$ cat config.mk
export PLATFORM = sky130hd
export DESIGN_NAME = spi_byte_slave
export DESIGN_NICKNAME = d
export VERILOG_FILES = /design/src/rtl/spi_slv_pkg.sv /design/src/rtl/spi_sync.sv /design/src/rtl/spi_edge.sv /design/src/rtl/spi_tx_pick.sv /design/src/rtl/spi_byte_slave.sv
export SDC_FILE = /design/constraint.sdc
export NUM_CORES = 1
export LEC_CHECK = 0
export CORE_UTILIZATION = 25
export DETAILED_ROUTE_END_ITERATION = 10
export SYNTH_ARGS = -nofsm -noshare
export SYNTH_HDL_FRONTEND = slang
export SYNTH_SLANG_ARGS = --single-unit
$ cat constraint.sdc
create_clock -name clk_i -period 3.4 [get_ports clk_i]
set_clock_uncertainty 0.05 [all_clocks]
set_input_delay 0.68 -clock clk_i [delete_from_list [all_inputs] [get_ports clk_i]]
set_output_delay 0.68 -clock clk_i [all_outputs]
set_load 0.005 [all_outputs]
$ cat src/rtl/spi_slv_pkg.sv
package spi_slv_pkg;

    // clock mode handed to the edge classifier
    typedef struct packed {
        logic idle_high;   // SCK level while idle
        logic late_sample; // sample on trailing edge
    } spi_mode_t;

    localparam int unsigned SYNC_DEPTH_DEF = 2;

endpackage

$ cat src/rtl/spi_sync.sv
module spi_sync #(
    parameter int unsigned    WIDTH   = 1,
    parameter int unsigned    STAGES  = 2,
    parameter logic [WIDTH-1:0] RST_VAL = '0
) (
    input  logic             clk_i,
    input  logic             rst_ni,
    input  logic [WIDTH-1:0] d_i,
    output logic [WIDTH-1:0] q_o
);

    logic [WIDTH-1:0] stage_q [STAGES];

    for (genvar g = 0; g < STAGES; g++) begin : g_stage
        logic [WIDTH-1:0] stage_d;
        if (g == 0) begin : g_first
            assign stage_d = d_i;
        end else begin : g_next
            assign stage_d = stage_q[g-1];
        end
        always_ff @(posedge clk_i or negedge rst_ni) begin
            if (!rst_ni) stage_q[g] <= RST_VAL;
            else         stage_q[g] <= stage_d;
        end
    end

    assign q_o = stage_q[STAGES-1];

endmodule

$ cat src/rtl/spi_edge.sv
module spi_edge
    import spi_slv_pkg::*;
(
    input  logic      clk_i,
    input  logic      rst_ni,
    input  spi_mode_t mode_i,
    input  logic      sck_i,     // already synchronized
    output logic      sample_o,  // capture MOSI here
    output logic      shift_o    // advance MISO here
);

    logic prev_d, prev_q;
    logic rise, fall, lead, trail;

    always_comb begin
        prev_d = sck_i;
        rise   = sck_i & ~prev_q;
        fall   = ~sck_i & prev_q;
        lead   = mode_i.idle_high ? fall : rise;
        trail  = mode_i.idle_high ? rise : fall;
    end

    assign sample_o = mode_i.late_sample ? trail : lead;
    assign shift_o  = mode_i.late_sample ? lead  : trail;

    always_ff @(posedge clk_i or negedge rst_ni) begin
        if (!rst_ni) prev_q <= 1'b0;
        else         prev_q <= prev_d;
    end

endmodule

$ cat src/rtl/spi_tx_pick.sv
module spi_tx_pick #(
    parameter int unsigned DATA_W = 8,
    parameter int unsigned CNT_W  = $clog2(DATA_W) + 1
) (
    input  logic [DATA_W-1:0] data_i,
    input  logic [CNT_W-1:0]  idx_i,
    input  logic              lsb_first_i,
    output logic              bit_o
);

    localparam int unsigned IDX_W = $clog2(DATA_W);
    localparam logic [CNT_W-1:0] LAST = CNT_W'(DATA_W - 1);

    logic [CNT_W-1:0] idx_c;
    logic [IDX_W-1:0] pos;

    always_comb begin
        idx_c = (idx_i > LAST) ? LAST : idx_i;
        pos   = lsb_first_i ? idx_c[IDX_W-1:0]
                            : IDX_W'(DATA_W - 1) - idx_c[IDX_W-1:0];
        bit_o = data_i[pos];
    end

endmodule

$ cat src/rtl/spi_byte_slave.sv
module spi_byte_slave
    import spi_slv_pkg::*;
#(
    parameter int unsigned DATA_W      = 8,
    parameter int unsigned SYNC_STAGES = SYNC_DEPTH_DEF
) (
    input  logic              clk_i,
    input  logic              rst_ni,
    input  logic              cfg_cpol_i,
    input  logic              cfg_cpha_i,
    input  logic              cfg_lsb_first_i,
    input  logic [DATA_W-1:0] tx_byte_i,
    input  logic              rx_read_i,
    input  logic              sck_i,
    input  logic              ss_ni,
    input  logic              mosi_i,
    output logic              miso_o,
    output logic              miso_oe_o,
    output logic              active_o,
    output logic              rx_byte_o,
    output logic              rx_irq_o,
    output logic [DATA_W-1:0] rx_data_o
);

    localparam int unsigned CNT_W = $clog2(DATA_W) + 1;
    localparam logic [CNT_W-1:0] LAST_BIT = CNT_W'(DATA_W - 1);
    localparam logic [CNT_W-1:0] CNT_MAX  = CNT_W'(DATA_W);

    typedef struct packed {
        logic              active;
        logic              done;     // byte finished, wait for select release
        logic [CNT_W-1:0]  smp_cnt;  // sample edges seen
        logic [CNT_W-1:0]  sh_cnt;   // shift edges seen
        logic [DATA_W-1:0] rx_sr;
        logic [DATA_W-1:0] rx_data;
        logic              rx_flag;
        logic              irq;
        logic [DATA_W-1:0] tx_hold;
    } state_t;

    state_t st_d, st_q;

    logic      ss_s, sck_s, mosi_s;
    logic      sample_e, shift_e;
    logic      tx_bit;
    spi_mode_t mode;
    logic [CNT_W-1:0] tx_idx;
    logic [DATA_W-1:0] rx_next;

    assign mode = '{idle_high: cfg_cpol_i, late_sample: cfg_cpha_i};

    spi_sync #(
        .WIDTH  (3),
        .STAGES (SYNC_STAGES),
        .RST_VAL(3'b100)
    ) u_sync (
        .clk_i (clk_i),
        .rst_ni(rst_ni),
        .d_i   ({ss_ni, sck_i, mosi_i}),
        .q_o   ({ss_s, sck_s, mosi_s})
    );

    spi_edge u_edge (
        .clk_i   (clk_i),
        .rst_ni  (rst_ni),
        .mode_i  (mode),
        .sck_i   (sck_s),
        .sample_o(sample_e),
        .shift_o (shift_e)
    );

    // with late sampling the first shift edge presents bit 0
    assign tx_idx = (cfg_cpha_i && st_q.sh_cnt != '0) ? st_q.sh_cnt - 1'b1
                                                      : st_q.sh_cnt;

    spi_tx_pick #(
        .DATA_W(DATA_W),
        .CNT_W (CNT_W)
    ) u_pick (
        .data_i     (st_q.tx_hold),
        .idx_i      (tx_idx),
        .lsb_first_i(cfg_lsb_first_i),
        .bit_o      (tx_bit)
    );

    always_comb begin
        rx_next = cfg_lsb_first_i ? {mosi_s, st_q.rx_sr[DATA_W-1:1]}
                                  : {st_q.rx_sr[DATA_W-2:0], mosi_s};
        st_d     = st_q;
        st_d.irq = 1'b0;
        if (rx_read_i) st_d.rx_flag = 1'b0;

        if (ss_s) begin
            // deselected: abandon any partial byte, track next tx byte
            st_d.active  = 1'b0;
            st_d.done    = 1'b0;
            st_d.smp_cnt = '0;
            st_d.sh_cnt  = '0;
            st_d.tx_hold = tx_byte_i;
        end else if (!st_q.done) begin
            st_d.active = 1'b1;
            if (shift_e && st_q.sh_cnt != CNT_MAX) begin
                st_d.sh_cnt = st_q.sh_cnt + 1'b1;
            end
            if (sample_e) begin
                st_d.rx_sr   = rx_next;
                st_d.smp_cnt = st_q.smp_cnt + 1'b1;
                if (st_q.smp_cnt == LAST_BIT) begin
                    st_d.active  = 1'b0;
                    st_d.done    = 1'b1;
                    st_d.rx_data = rx_next;
                    st_d.rx_flag = 1'b1;
                    st_d.irq     = 1'b1;
                end
            end
        end
    end

    always_ff @(posedge clk_i or negedge rst_ni) begin
        if (!rst_ni) st_q <= '0;
        else         st_q <= st_d;
    end

    assign miso_oe_o = ~ss_s;
    assign miso_o    = ~ss_s & tx_bit;
    assign active_o  = st_q.active;
    assign rx_byte_o = st_q.rx_flag;
    assign rx_irq_o  = st_q.irq;
    assign rx_data_o = st_q.rx_data;

endmodule

---- Word level (Yosys, flattened, before mapping) ----
Cells that the tools add are included.
word-level totals
  flip-flop bits (word level) ............. 43
  input bits .............................. 17
  output and inout bits ................... 13
  word-level logic and storage cells ...... 56
operators by class
  add/subtract/negate cells ............... 4
  $lt $le $gt $ge ......................... 2
  equal/unequal tests ..................... 3
  muxes and demuxes ....................... 19
  bitwise gates (word level) .............. 7
  reduce and logical (&&, ||, !) cells .... 9
operator list
  operator               count
  $mux W28               1
  $mux W10               2
  $mux W18               1
  $add A4 B1 Y4 const B  2
  $mux W4                2
  $mux W8                1
  $mux W1                6
  $mux W3                2
  $mux W6                1
  $eq A4 B3 Y1 const B   1
  $gt A4 B3 Y1 const B   1
  $lt A3 B4 Y1 const B   1
  $mux W2                2
  $ne A4 B4 Y1 const B   1
  $not A1 Y1             4
  $reduce_and A2 Y1      2
  $reduce_and A4 Y1      1
  $reduce_bool A2 Y1     2
  $reduce_bool A4 Y1     1
  $sub A4 B1 Y4 const B  1
  $and A1 B1 Y1          3
  $bmux W1 S3            1
  $reduce_and A3 Y1      1
  $sub A3 B3 Y3 const A  1
  2 further kinds        3

---- Logic depth before layout (Yosys ltp) ----
  depth after elaboration ................. 10
  gate-level depth with buffers ........... 8
  gate-level depth less buffers ........... 8

---- Modules after synthesis ----
Synthesis repeated with hierarchy kept, for this count alone.
second synthesis, totals
  cell total of the unflattened synthesis .. 194
  area total of the unflattened synthesis .. 2,173.3 um^2
by module, submodules not included
  module          instances  cells an instance  area each (um^2)  sequential area each (um^2)
  spi_byte_slave  1          153                1,726.7           900.9
  spi_tx_pick     1          29                 227.7             0.0
  spi_sync        1          6                  152.6             152.6
  spi_edge        1          6                  66.3              25.0

---- Worst setup path before layout ----
Ideal clock, no wire load.
  path type ............................... register to output
  start point ............................. register st_q[26] (netlist bit)
  end point ............................... output port miso_o
  arrival ................................. 2.098 ns
  required time ........................... 2.670 ns
  setup slack ............................. 0.572 ns
  stages on the path, launching flop included .. 9
  path buffers ............................ 0
  cell sequence ........................... dfrtp_1 > inv_1 > ha_1 > nand2b_1 > and3_1 > nor3_2 > xnor2_1 > mux4_2 > o2bb2ai_1
on the way
  longest elaborated chain between the ends .. 10
  elaborated cells between the ends (all ways) .. 11
  those cells by class .................... add/sub: 2; order compare: 1; mux: 5; bitwise: 1; reduce/logical: 2
RTL lines
  what                                                                   line                   source
  from (decl)                                                            spi_byte_slave.sv:41   state_t st_d, st_q;
  from (signal assigned)                                                 spi_byte_slave.sv:121  else st_q <= st_d;
  parallel branches: the longest is 2 deep, another holds $sub A4 B1 Y4  n/a
  $mux W4 (*)                                                            spi_byte_slave.sv:73   assign tx_idx = (cfg_cpha_i && st_q.sh_cnt != '0) ? st_q.sh_cnt - 1'b1
  $gt A4 B3 Y1                                                           spi_tx_pick.sv:18      idx_c = (idx_i > LAST) ? LAST : idx_i;
  $mux W3 (*)                                                            spi_tx_pick.sv:18
  $sub A3 B3 Y3                                                          spi_tx_pick.sv:20      : IDX_W'(DATA_W - 1) - idx_c[IDX_W-1:0];
  $mux W3 (*)                                                            spi_tx_pick.sv:19      pos = lsb_first_i ? idx_c[IDX_W-1:0]
  $bmux W1 S3 (*)                                                        spi_tx_pick.sv:21      bit_o = data_i[pos];
  $mux W1 (not written as such) (*)                                      spi_tx_pick.sv:21
  $and A1 B1 Y1 (*)                                                      spi_byte_slave.sv:125  assign miso_o = ~ss_s & tx_bit;
  to (decl)                                                              spi_byte_slave.sv:17   output logic miso_o,
Mark *: on every way between the ends. The select of a mux whose other input is x is not followed.

---- Final worst setup path ----
  start point ............................. register st_q[27] (netlist bit)
  end point ............................... output port miso_o
Same word-level chain as after synthesis.

==> flow_summary_export.csv <==
group,metric,value,unit
cells_and_area,layout.cells.non_filler,304,
grt,grt_pass1_vias,1315,
synth,avgSynthCellArea,11.8,um^2
cells_and_area,diodes,0,
setup_path,critPathLaunchType,"flip-flop",
grt,grt_pass1_wl,5.97,mm
routing,dr.first_iter.drc_count,61,
synth,yosys_warnings,0,
routing,num_vias,1291,
clocking,clk_pin_slew,0.08,ns
min_path,min_to,"u_sync.q_o[1]",
place,placedInstanceArea,2400,um^2
clocking,clockBufferDepth,2,
synth,yosysTopAreaCell,"dfrtp_1",
clocking,tritoncts,"yes",
min_path,min_from,"u_sync.g_stage[1].stage_d[1]",
setup_path,worstSetupEndpointType,"primary output",
routing,via_per_inst,4.25,
die,fp.coreArea,7810,um^2
timing,post-route-min-period,3.25,ns
setup_path,worstPathRequired,2.67,ns
timing,timing.hold.ws,0.304,ns
synth,synth_fp_nets,193,
die,start_util,26.1,%
synth,syn_inst,173,
setup_path,path_depth,9,
clocking,cts_made_buffers,5,
setup_path,worst_r2r_startpoint,"u_sync.q_o[1]",
place,hpwl,2.51,mm
routing,drt_pre_antenna_iters,4,
routing,drc,0,
synth,synth_compound_area_share,5.59,%
routing,routed_wl,3.51,mm
cells_and_area,design_area,2540,um^2
status,status,"complete, no violations",
cells_and_area,nets,221,
synth,ys_seq_area_share,52.9,%
power,pwr_density_cell,484,nW/um^2
grt,grt_max_degree,44,
setup_path,r2r_setup_slack,1.43,ns
power,ir_drop,0.000240,V
routing,detail_route.wl_per_cell,11.5,um
timing,finalSetupViolCount,0,
synth,synth_top_area_share,50.3,%
min_path,min_path_type,"flip-flop to flip-flop",
synth,synth_fa_ha_area_share,1.84,%
die,pin_count,30,
place,dp_slack,-0.329,ns
cells_and_area,drive_gt1_share,21.8,%
clocking,clock-sinks,43,
clocking,cts_max_level,2,
cells_and_area,area_delta_synth_final,24.7,%
routing,postRouteAntennaNets,0,
min_path,min_path_cells,0,
place,dp.cells,295,
timing,drv_slew,0,
synth,synth_xor_area_share,4.24,%
timing,fmax,307,MHz
timing,rsz0062_at_grt,"false",
die,rows,32,
timing,hold_viol,0,
timing,max-slew-margin-rel,37.1,%
timing,fin_ws,0.145,ns
synth,yosys.area_share.simple,11.9,%
synth,synth_mux_area_share,16.6,%
run,maxCapViolations,0,
synth,yosysUniqueCellTypes,36,
die,fp.dieH,92.3,um
place,port_buffers,29,
setup_path,cp_data_arrival_time,2.52,ns
place,gp_congestion,0.839,
setup_path,cp_top_family,"multiplexers",
setup_path,reg2reg_depth,5,
setup_path,crit_type,"flip-flop to primary output",
synth,synth_area_leaders,"dfrtp_1, mux2_2, mux2i_1",
timing,worstMarginPinSlew,0.943,ns
setup_path,critPathBufInv,2,
timing,period_share,95.7,%
clocking,clock_latency,0.29,ns
clocking,cts_hold_buffers,0,
setup_path,path_max_fanout,6,
setup_path,r2r_end,"rx_data_o[4]",
grt,antenna_found_initial,0,
grt,grt.overflow.total,0,
cells_and_area,fin_util,32.5,%
synth,synth_top_family_by_area,"multiplexers",
synth,synthesis.area,2040,um^2
grt,track_usage,9.03,%
clocking,clock-root-buffer,"clkbuf_8",
synth,ys_ff_latch,43,
setup_path,max_stage_delay,0.52,ns
die,die-area,8520,um^2
die,die_w,92.3,um
setup_path,critical_path.cell_chain,"inv_1, ha_4, nand2b_1, and3_1, nor3_2, xnor2_2, mux4_2, o2bb2ai_1, dlygate4sd2_1",
power,leakage,1.15,nW
setup_path,crit_slowest_cell,"mux4_2",
cells in the mapped netlist, drive strengths merged:
| library cell | instances |
|---|---|
| nor4 | 1 |
| nand4 | 2 |
| and4b | 1 |
| nand3 | 1 |
| a21oi | 9 |
| nor2b | 2 |
| dfstp | 2 |
| and3 | 1 |
| nor2 | 20 |
| o21bai | 1 |
| mux2i | 8 |
| mux2 | 19 |
| nor3b | 2 |
| inv | 10 |
| nand2b | 1 |
| o2bb2ai | 1 |
| mux4 | 2 |
| nor4bb | 1 |
| dfrtp | 41 |
| xor2 | 5 |
| buf | 12 |
| o311ai | 1 |
| o21ai | 5 |
| clkbuf | 4 |
| xnor2 | 4 |
| a21o | 1 |
| nor3 | 2 |
| ha | 3 |
| a311o | 1 |
| nor4b | 1 |
| nand2 | 9 |
placed cells by master (no fill, tap or decap), drive strengths merged, types with 2 or more instances in the layout:
cell and count:
a21oi 9, buf 9, clkbuf 7, clkdlybuf4s50 26, dfrtp 41, dfstp 2
dlygate4sd2 2, ha 3, inv 10, mux2 19, mux2i 8, mux4 2
nand2 9, nand4 2, nor2 20, nor2b 2, nor3 2, nor3b 2
o21ai 5, xnor2 4, xor2 5
state kept, by name, summed over array words and instances (netlist names):
register,count
rx_byte_o,1
u_edge.prev_q,1
st_q,25
u_sync.q_o,3
rx_irq_o,1
active_o,1
u_sync.g_stage.stage_d,3
rx_data_o,8
layer usage:
metal,GRT usage (%),part of all wire (%),vias to the layer above
met4,3.91,1.4,0
met3,2.55,3.7,5
met1,10.8,45,636
li1,-,-,632
met5,0,0,-
met2,15.1,50,18
cells by family (layout without fill, tap and decap cells):
family          count (synthesis)  in the layout
buf+inv                        26             55
mux                            29             29
simple gates                   44             44
flops                          43             43
compound gates                 19             19
fa+ha+maj                       3              3
xor+xnor                        9              9
how the worst max path moves through the flow:
stage          endpoint  slack [ns]       start
6_report         miso_o        0.15    st_q[27]
4_1_cts          miso_o        0.02    st_q[26]
2_1_floorplan    miso_o        0.57    st_q[26]
3_5_place_dp     miso_o       -0.33  cfg_cpha_i
3_3_place_gp     miso_o       -0.30  cfg_cpha_i
5_1_grt          miso_o        0.01    st_q[27]
power breakdown:
group	total [mW]	leakage [nW]	switching (mW)	internal [mW]
Clock	0.384	0.0524	0.164	0.220
Combinational	0.237	0.553	0.102	0.135
Sequential	0.608	0.546	0.0380	0.570
Total	1.23	1.15	0.304	0.925
final cells by class:
type,instances,area [um^2]
tap,102,128
multi-input combinational,104,848
clock inverter,1,30.0
sequential,43,1080
clock buffer,7,76.3
inverter,10,37.5
timing repair buffer,37,343
fill,817,5270
stage by stage:
stage               setup TNS [ns]  power, mW
floorplan                        0      0.769
global placement            -0.297      0.846
detailed placement          -0.329      0.852
CTS                              0       1.24
global route                     0       1.30
finish                           0       1.23
timing repair:
action                     4_1_cts  5_1_grt
gates cloned                     0        0
buffers inserted                 0        1
pin swaps                        2        0
setup endpoints to repair        1        1
gates resized for setup          4        2
Note: power is estimated with default switching activity, not from simulation.
